**src/rtl/bus_cycle_ctrl.sv**
```systemverilog
module bus_cycle_ctrl #(
  parameter int AW = 16,
  parameter int TW = 8
) (
  input  logic          clk,
  input  logic          rst_n,
  input  logic          req_valid,
  input  logic [1:0]    req_kind,
  input  logic          req_write,
  input  logic [AW-1:0] req_addr,
  input  logic [TW-1:0] tmo_lim,
  input  logic          ack_n,
  output logic          ready,
  output logic          done,
  output logic          err,
  output logic          int_sel,
  output logic          as_n,
  output logic          ds_n,
  output logic          rw_n,
  output logic [AW-1:0] bus_addr
);

  localparam logic [1:0] K_INT  = 2'b00;
  localparam logic [1:0] K_REG  = 2'b01;
  localparam logic [1:0] K_FAST = 2'b10;

  typedef enum logic [1:0] {S_IDLE, S_T1, S_T2, S_T3} st_t;

  st_t           st;
  logic [1:0]    kind_q;
  logic          wr_q;
  logic          err_q;
  logic [TW-1:0] lim_q;
  logic [TW-1:0] wcnt;
  logic [1:0]    ack_sync;

  wire ack_seen = ack_sync[1];
  wire is_reg   = (kind_q == K_REG);
  wire is_int   = (kind_q == K_INT);
  wire is_fast  = (kind_q == K_FAST);

  always_ff @(posedge clk) begin
    if (!rst_n) ack_sync <= '0;
    else        ack_sync <= {ack_sync[0], ~ack_n};
  end

  always_ff @(posedge clk) begin
    if (!rst_n) begin
      st       <= S_IDLE;
      kind_q   <= K_INT;
      wr_q     <= 1'b0;
      err_q    <= 1'b0;
      lim_q    <= '0;
      wcnt     <= '0;
      bus_addr <= '0;
    end else begin
      case (st)
        S_IDLE: if (req_valid) begin
          st       <= S_T1;
          kind_q   <= (req_kind == 2'b11) ? K_REG : req_kind;
          wr_q     <= req_write;
          bus_addr <= req_addr;
          lim_q    <= tmo_lim;
          err_q    <= 1'b0;
          wcnt     <= '0;
        end
        S_T1: st <= S_T2;
        S_T2: begin
          if (!is_reg)                st <= S_IDLE;
          else if (ack_seen)          st <= S_T3;
          else if (wcnt == lim_q) begin
            st    <= S_T3;
            err_q <= 1'b1;
          end else                    wcnt <= wcnt + 1'b1;
        end
        default: st <= S_IDLE;
      endcase
    end
  end

  assign ready   = (st == S_IDLE);
  assign done    = (st == S_T3) || (st == S_T2 && !is_reg);
  assign err     = (st == S_T3) && err_q;
  assign int_sel = is_int && (st == S_T1 || st == S_T2);
  assign as_n    = !((st == S_T1 && !is_int) || (st == S_T2 && is_reg));
  assign ds_n    = !((st == S_T1 && is_fast) || (st == S_T2 && is_reg));
  assign rw_n    = ready || !wr_q;

endmodule

```
**config.mk**
```make
export PLATFORM = sky130hd
export DESIGN_NAME = bus_cycle_ctrl
export DESIGN_NICKNAME = d
export VERILOG_FILES = /design/src/rtl/bus_cycle_ctrl.sv
export SDC_FILE = /design/constraint.sdc
export NUM_CORES = 1
export LEC_CHECK = 0
export ABC_AREA = 1
export ABC_CLOCK_PERIOD_IN_PS = 2100
export CAP_MARGIN = 5
export CORE_UTILIZATION = 40
export DETAILED_ROUTE_END_ITERATION = 6
export PLACE_DENSITY = 0.78
export SLEW_MARGIN = 20
export SYNTH_ARGS = -nofsm -noshare
export SYNTH_HDL_FRONTEND = slang
export SYNTH_SLANG_ARGS = --single-unit
```
**constraint.sdc**
```tcl
create_clock -name clk -period 2.1 [get_ports clk]
set_input_delay 0.525 -clock clk [delete_from_list [all_inputs] [get_ports clk]]
set_output_delay 0.525 -clock clk [all_outputs]
set_load 0.02 [all_outputs]
```
# Word level (Yosys, flattened, before mapping)
# Index checks and enable logic that the tools add are counted.
[word_totals] inputBits=31 ram_bits=0 rom_bits=0 wordCells=62 latch_bits=0 regBits=40 mem_count=0
[classes] n_bitwise=1 order_cmp=0 n_eq_ne=13 n_div=0 n_reduce_logical=23 addsub=1 shifts=0 mul=0 muxes=16
[op_table] cell="$mux W8" n=4
[op_table] cell="$pmux W8 S2" n=1
[op_table] cell="$mux W2" n=5
[op_table] cell="$ne A2 B2 Y1 const B" n=5
[op_table] cell="$reduce_and A5 Y1" n=2
[op_table] cell="$add A8 B1 Y8 const B" n=1
[op_table] cell="$eq A2 B2 Y1 const B" n=4
[op_table] cell="$eq A8 B8 Y1" n=1
[op_table] cell="$logic_and A1 B1 Y1" n=6
[op_table] cell="$pmux W2 S3" n=1
[op_table] cell="$logic_not A1 Y1" n=5
[op_table] cell="$logic_or A1 B1 Y1" n=5
[op_table] cell="$eq A2 B1 Y1 const B" n=2
[op_table] cell="$logic_not A2 Y1" n=2
[op_table] cell="$mux W1" n=4
[op_table] cell="$ne A4 B4 Y1 const B" n=1
[op_table] cell="$reduce_and A2 Y1" n=2
[op_table] cell="$pmux W1 S2" n=1
[op_table] cell="$reduce_bool A2 Y1" n=1
[op_table] cell="$not A1 Y1" n=1

# Logic depth before layout (Yosys ltp)
[logic_depth] word_depth=5 ltp_mapped=13 ltp_nobuf=10

# Worst setup path before layout
# OpenSTA, ideal clock, no wires.
[synth_path] path_type="register -> register" startpoint="register st[0]" endpoint="register wcnt[6]" n_path_buf=2 stages_incl_launch_ff=12 setup_slack_ps=329 synth_period_minus_slack_ps=1771 t_arrival_ps=1656 path_cell_list="dfxtp_1 inv_1 ha_1 inv_2 or2_4 and3_1 buf_6 nand2_4 buf_8 nand3_1 nand2_1 nor2_1"
[synth_between] elab_chain_cells=3 elab_cells_between_ends=9 cone_classes="eq/ne: 5; mux: 1; reduce/logical: 3"
[synth_lines] element="start: declaration" line_no="29" rtl="st_t st;"
[synth_lines] element="start signal: assignment" line_no="49" rtl="st <= S_IDLE;"
[synth_lines] element="start signal: assignment" line_no="59" rtl="st <= S_T1;"
[synth_lines] element="start signal: assignment" line_no="67" rtl="S_T1: st <= S_T2;"
[synth_lines] element="$logic_not A2 Y1 (*)"
[synth_lines] element="via ready" line_no="13" rtl="output logic ready,"
[synth_lines] element="$ne A2 B2 Y1 (no line) / $reduce_bool A2 Y1 (equally long branches)"
[synth_lines] element="$reduce_and A5 Y1 (no line)"
[synth_lines] element="end signal: assignment" line_no="74" rtl="end else wcnt <= wcnt + 1'b1;"
[synth_lines] element="end: declaration" line_no="34" rtl="logic [TW-1:0] wcnt;"
# Mark *: on every way through the listed nets, which the timed path passes. The rest lies on a longest branch.
# A chain may end at the register's enable or synchronous reset.

# Worst setup path in the final report
[layout_path] startpoint="register st[1]" endpoint="output int_sel"
[layout_between] elab_chain_cells=3 elab_cells_between_ends=4 cone_classes="eq/ne: 2; reduce/logical: 2"
[layout_lines] element="$eq A2 B1 Y1 / $eq A2 B2 Y1 (equally long branches)" line_no="84" rtl="assign int_sel = is_int && (st == S_T1 || st == S_T2);"
[layout_lines] element="$logic_or A1 B1 Y1 (*)" line_no="84"
[layout_lines] element="$logic_and A1 B1 Y1 (*)" line_no="84"
[layout_lines] element="end: declaration" line_no="16" rtl="output logic int_sel,"
# Mark *: on every way between the ends. The rest lies on a longest branch, timed or not.

==> reports/metrics.yaml <==
tns_ns: 0
cp_data_arrival_time_ns: 1.46
ios: 54
ant_nets: 0
drcViolationCount: 0
ys.flop_type: "dfxtp_1"
grt_pass1_wl_mm: 7.89
cts_setup_buffers: 0
grt.overflow.total: 0
slew_headroom: 0.742
critPathMaxFanout: 5
die_y_um: 71.0
finalWeightedCongestion: 0.821
rsz0062_at_grt: "no"
synth_edf_count: 0
row_count: 24
dp_slack_ns: 0.0791
antenna_found_initial: 0
htree_levels: 2
numClockSinks: 40
syn_nets: 309
placed_area_um2: 2500
crit_required_ns: 1.57
power.density_nw_per_um2: 1120
r2r_slack_ns: 0.40
yosys_warnings: 0
fin_area_um2: 2580
vias: 1840
ys_types: 26
yosysMostFrequentCell: "nor2_1"
dieArea_um2: 5040
insertedDiodeCount: 0
fin_ws_ns: 0.117
area_growth_pct: 35.6
globalRouteTotalUtil: 0.196
leakage_nw: 1.13
synth.largest_area_cell: "dfxtp_1"
wl_per_cell_um: 11.4
grt_pass1_vias: 1814
crit_type: "reg -> out"
synth.top_cells.by_area: "dfxtp_1 42%, nor2_1 12%, nand2_1 8.7%, o21ai_0 7.1%, inv_1 5.5%"
synth_top_cell_area_share: 0.421
numCtsBuffers: 5
cpMostUsedCell: "inv_1"
drtIter0Drc: 91
final_hold_viol_count: 0
maxCapViolCount: 0
path_clk_slew_ns: 0.07
dpl.hpwl_mm: 3.22
hp-class: "reg -> reg"
vias_per_cell: 4.80
synth_commonest_cells: "62 x nor2_1, 44 x nand2_1, 40 x dfxtp_1"
cts_max_path_buffers: 2
core_um2: 4470
fillers: 411
finalCriticalPeriod_ns: 1.98
first_pass_iters: 6
worst_pin_slew_ns: 0.385
cp_slowest_cell: "dfxtp_2"
cp_cell_sequence: "inv_1 > ha_1 > inv_1 > nor2_1 > dlygate4sd2_1"
final_max_slew_viol_count: 0
grt_max_degree: 18
fmax_mhz: 504
syn-cell-area_um2: 1900
die_x_um: 71.0
cp-end-kind: "output port"
slowest_delay_ns: 0.37
finalSetupViolCount: 0
synth_cells: 272
syn-mean-instance-area_um2: 7.00
finClkSkew_ns: 0.00539
clk_latency_ns: 0.29
async_flop_share: 0
wl_mm: 4.38
start_kind: "flop"
layout-drive-gt1-share: 0.0846
root_buffer: "clkbuf_8"
cts_tree: "done"
ctsHoldBuffers: 0
portBuffers: 53
ir_drop_mv: 0.701
ys_seq_elements: 40
run_status: "finished clean"
initial_core_util: 0.425
finalCritPeriodShare: 0.944
hold_ws_ns: 0.436
ys_seq_area_frac: 0.421
nets: 367
## cell families (layout without fill, tap and decap cells)
| kind of cell | after synthesis | after routing | share of synthesized area |
|---|---|---|---|
| adder cells (fa/ha/maj) | 6 | 6 | 0.0394 |
| XOR/XNOR | 7 | 7 | 0.0322 |
| AO/OA/AOI/OAI | 44 | 44 | 0.120 |
| AND/OR/NAND/NOR | 132 | 132 | 0.289 |
| buffers and inverters | 43 | 102 | 0.0993 |
| flip-flops | 40 | 40 | 0.421 |
## routing by layer
layer | share of wire | vias up | global-route usage
met4 | 0.0025 | 0 | 0.0600
met1 | 0.45 | 814 | 0.227
met2 | 0.48 | 48 | 0.344
met5 | 0 | - | 0
met3 | 0.060 | 4 | 0.0627
li1 | - | 974 | -
## power by group
part | total [mW] | switching [mW] | internal, mW
clock | 0.525 | 0.263 | 0.262
combinational | 1.35 | 0.796 | 0.557
sequential | 1.02 | 0.0974 | 0.919
## repair_timing
item	CTS	global route
gates resized for setup	8	7
endpoints found under the hold margin	0	0
setup endpoints to repair	7	3
## sequential cells by signal, indices dropped and copies added (netlist names)
signal and count:
err_q 1, wr_q 1, ack_sync 2, kind_q 2, wcnt 8, st 2
lim_q 8, bus_addr 16
## per-stage QoR
step           utilization  cells  total power, mW
2_1_floorplan            -    272             1.97
3_3_place_gp         0.559    375             2.39
3_5_place_dp         0.559    375             2.41
4_1_cts              0.578    383             2.91
5_1_grt              0.577    383             3.12
6_report             0.577    383             2.89
## layout make-up
cell class              instances  area [um^2]  share of cell area
flip-flops and latches         40          802               0.311
clock inverters                 2         10.0             0.00388
clock buffers                   6         82.6              0.0320
well taps                      52         65.1              0.0252
multi-input cells             189          918               0.356
inverters                      31          116              0.0451
repair buffers                 63          586               0.227
## layout by cell type (no fill, tap or decap), drive strengths merged, types with 7 or more instances in the layout
| master | instances |
|---|---|
| a21oi | 14 |
| buf | 10 |
| clkbuf | 9 |
| clkdlybuf4s50 | 46 |
| dfxtp | 40 |
| inv | 30 |
| nand2 | 46 |
| nand3 | 14 |
| nand4 | 7 |
| nor2 | 62 |
| o21ai | 27 |
## critical path: cells and delay by family (launching register included)
kind,cells,cell delay [ns]
and+or+nand+nor,1,0.09
adders and majority gates,1,0.27
buffers and inverters,3,0.44
DFF,1,0.37
## worst paths after layout
kind	startpoint	to	cells past startpoint
setup reg to reg	st[1]$_SDFFE_PN0P_	wcnt[2]$_SDFFE_PN0P_	9
hold reg to reg	ack_sync[0]$_SDFF_PN0_	ack_sync[1]$_SDFF_PN0_	2
hold / removal	ack_sync[0]$_SDFF_PN0_	ack_sync[1]$_SDFF_PN0_	2
setup / recovery	st[1]$_SDFFE_PN0P_	int_sel	5
(Power assumes the default switching activity.)
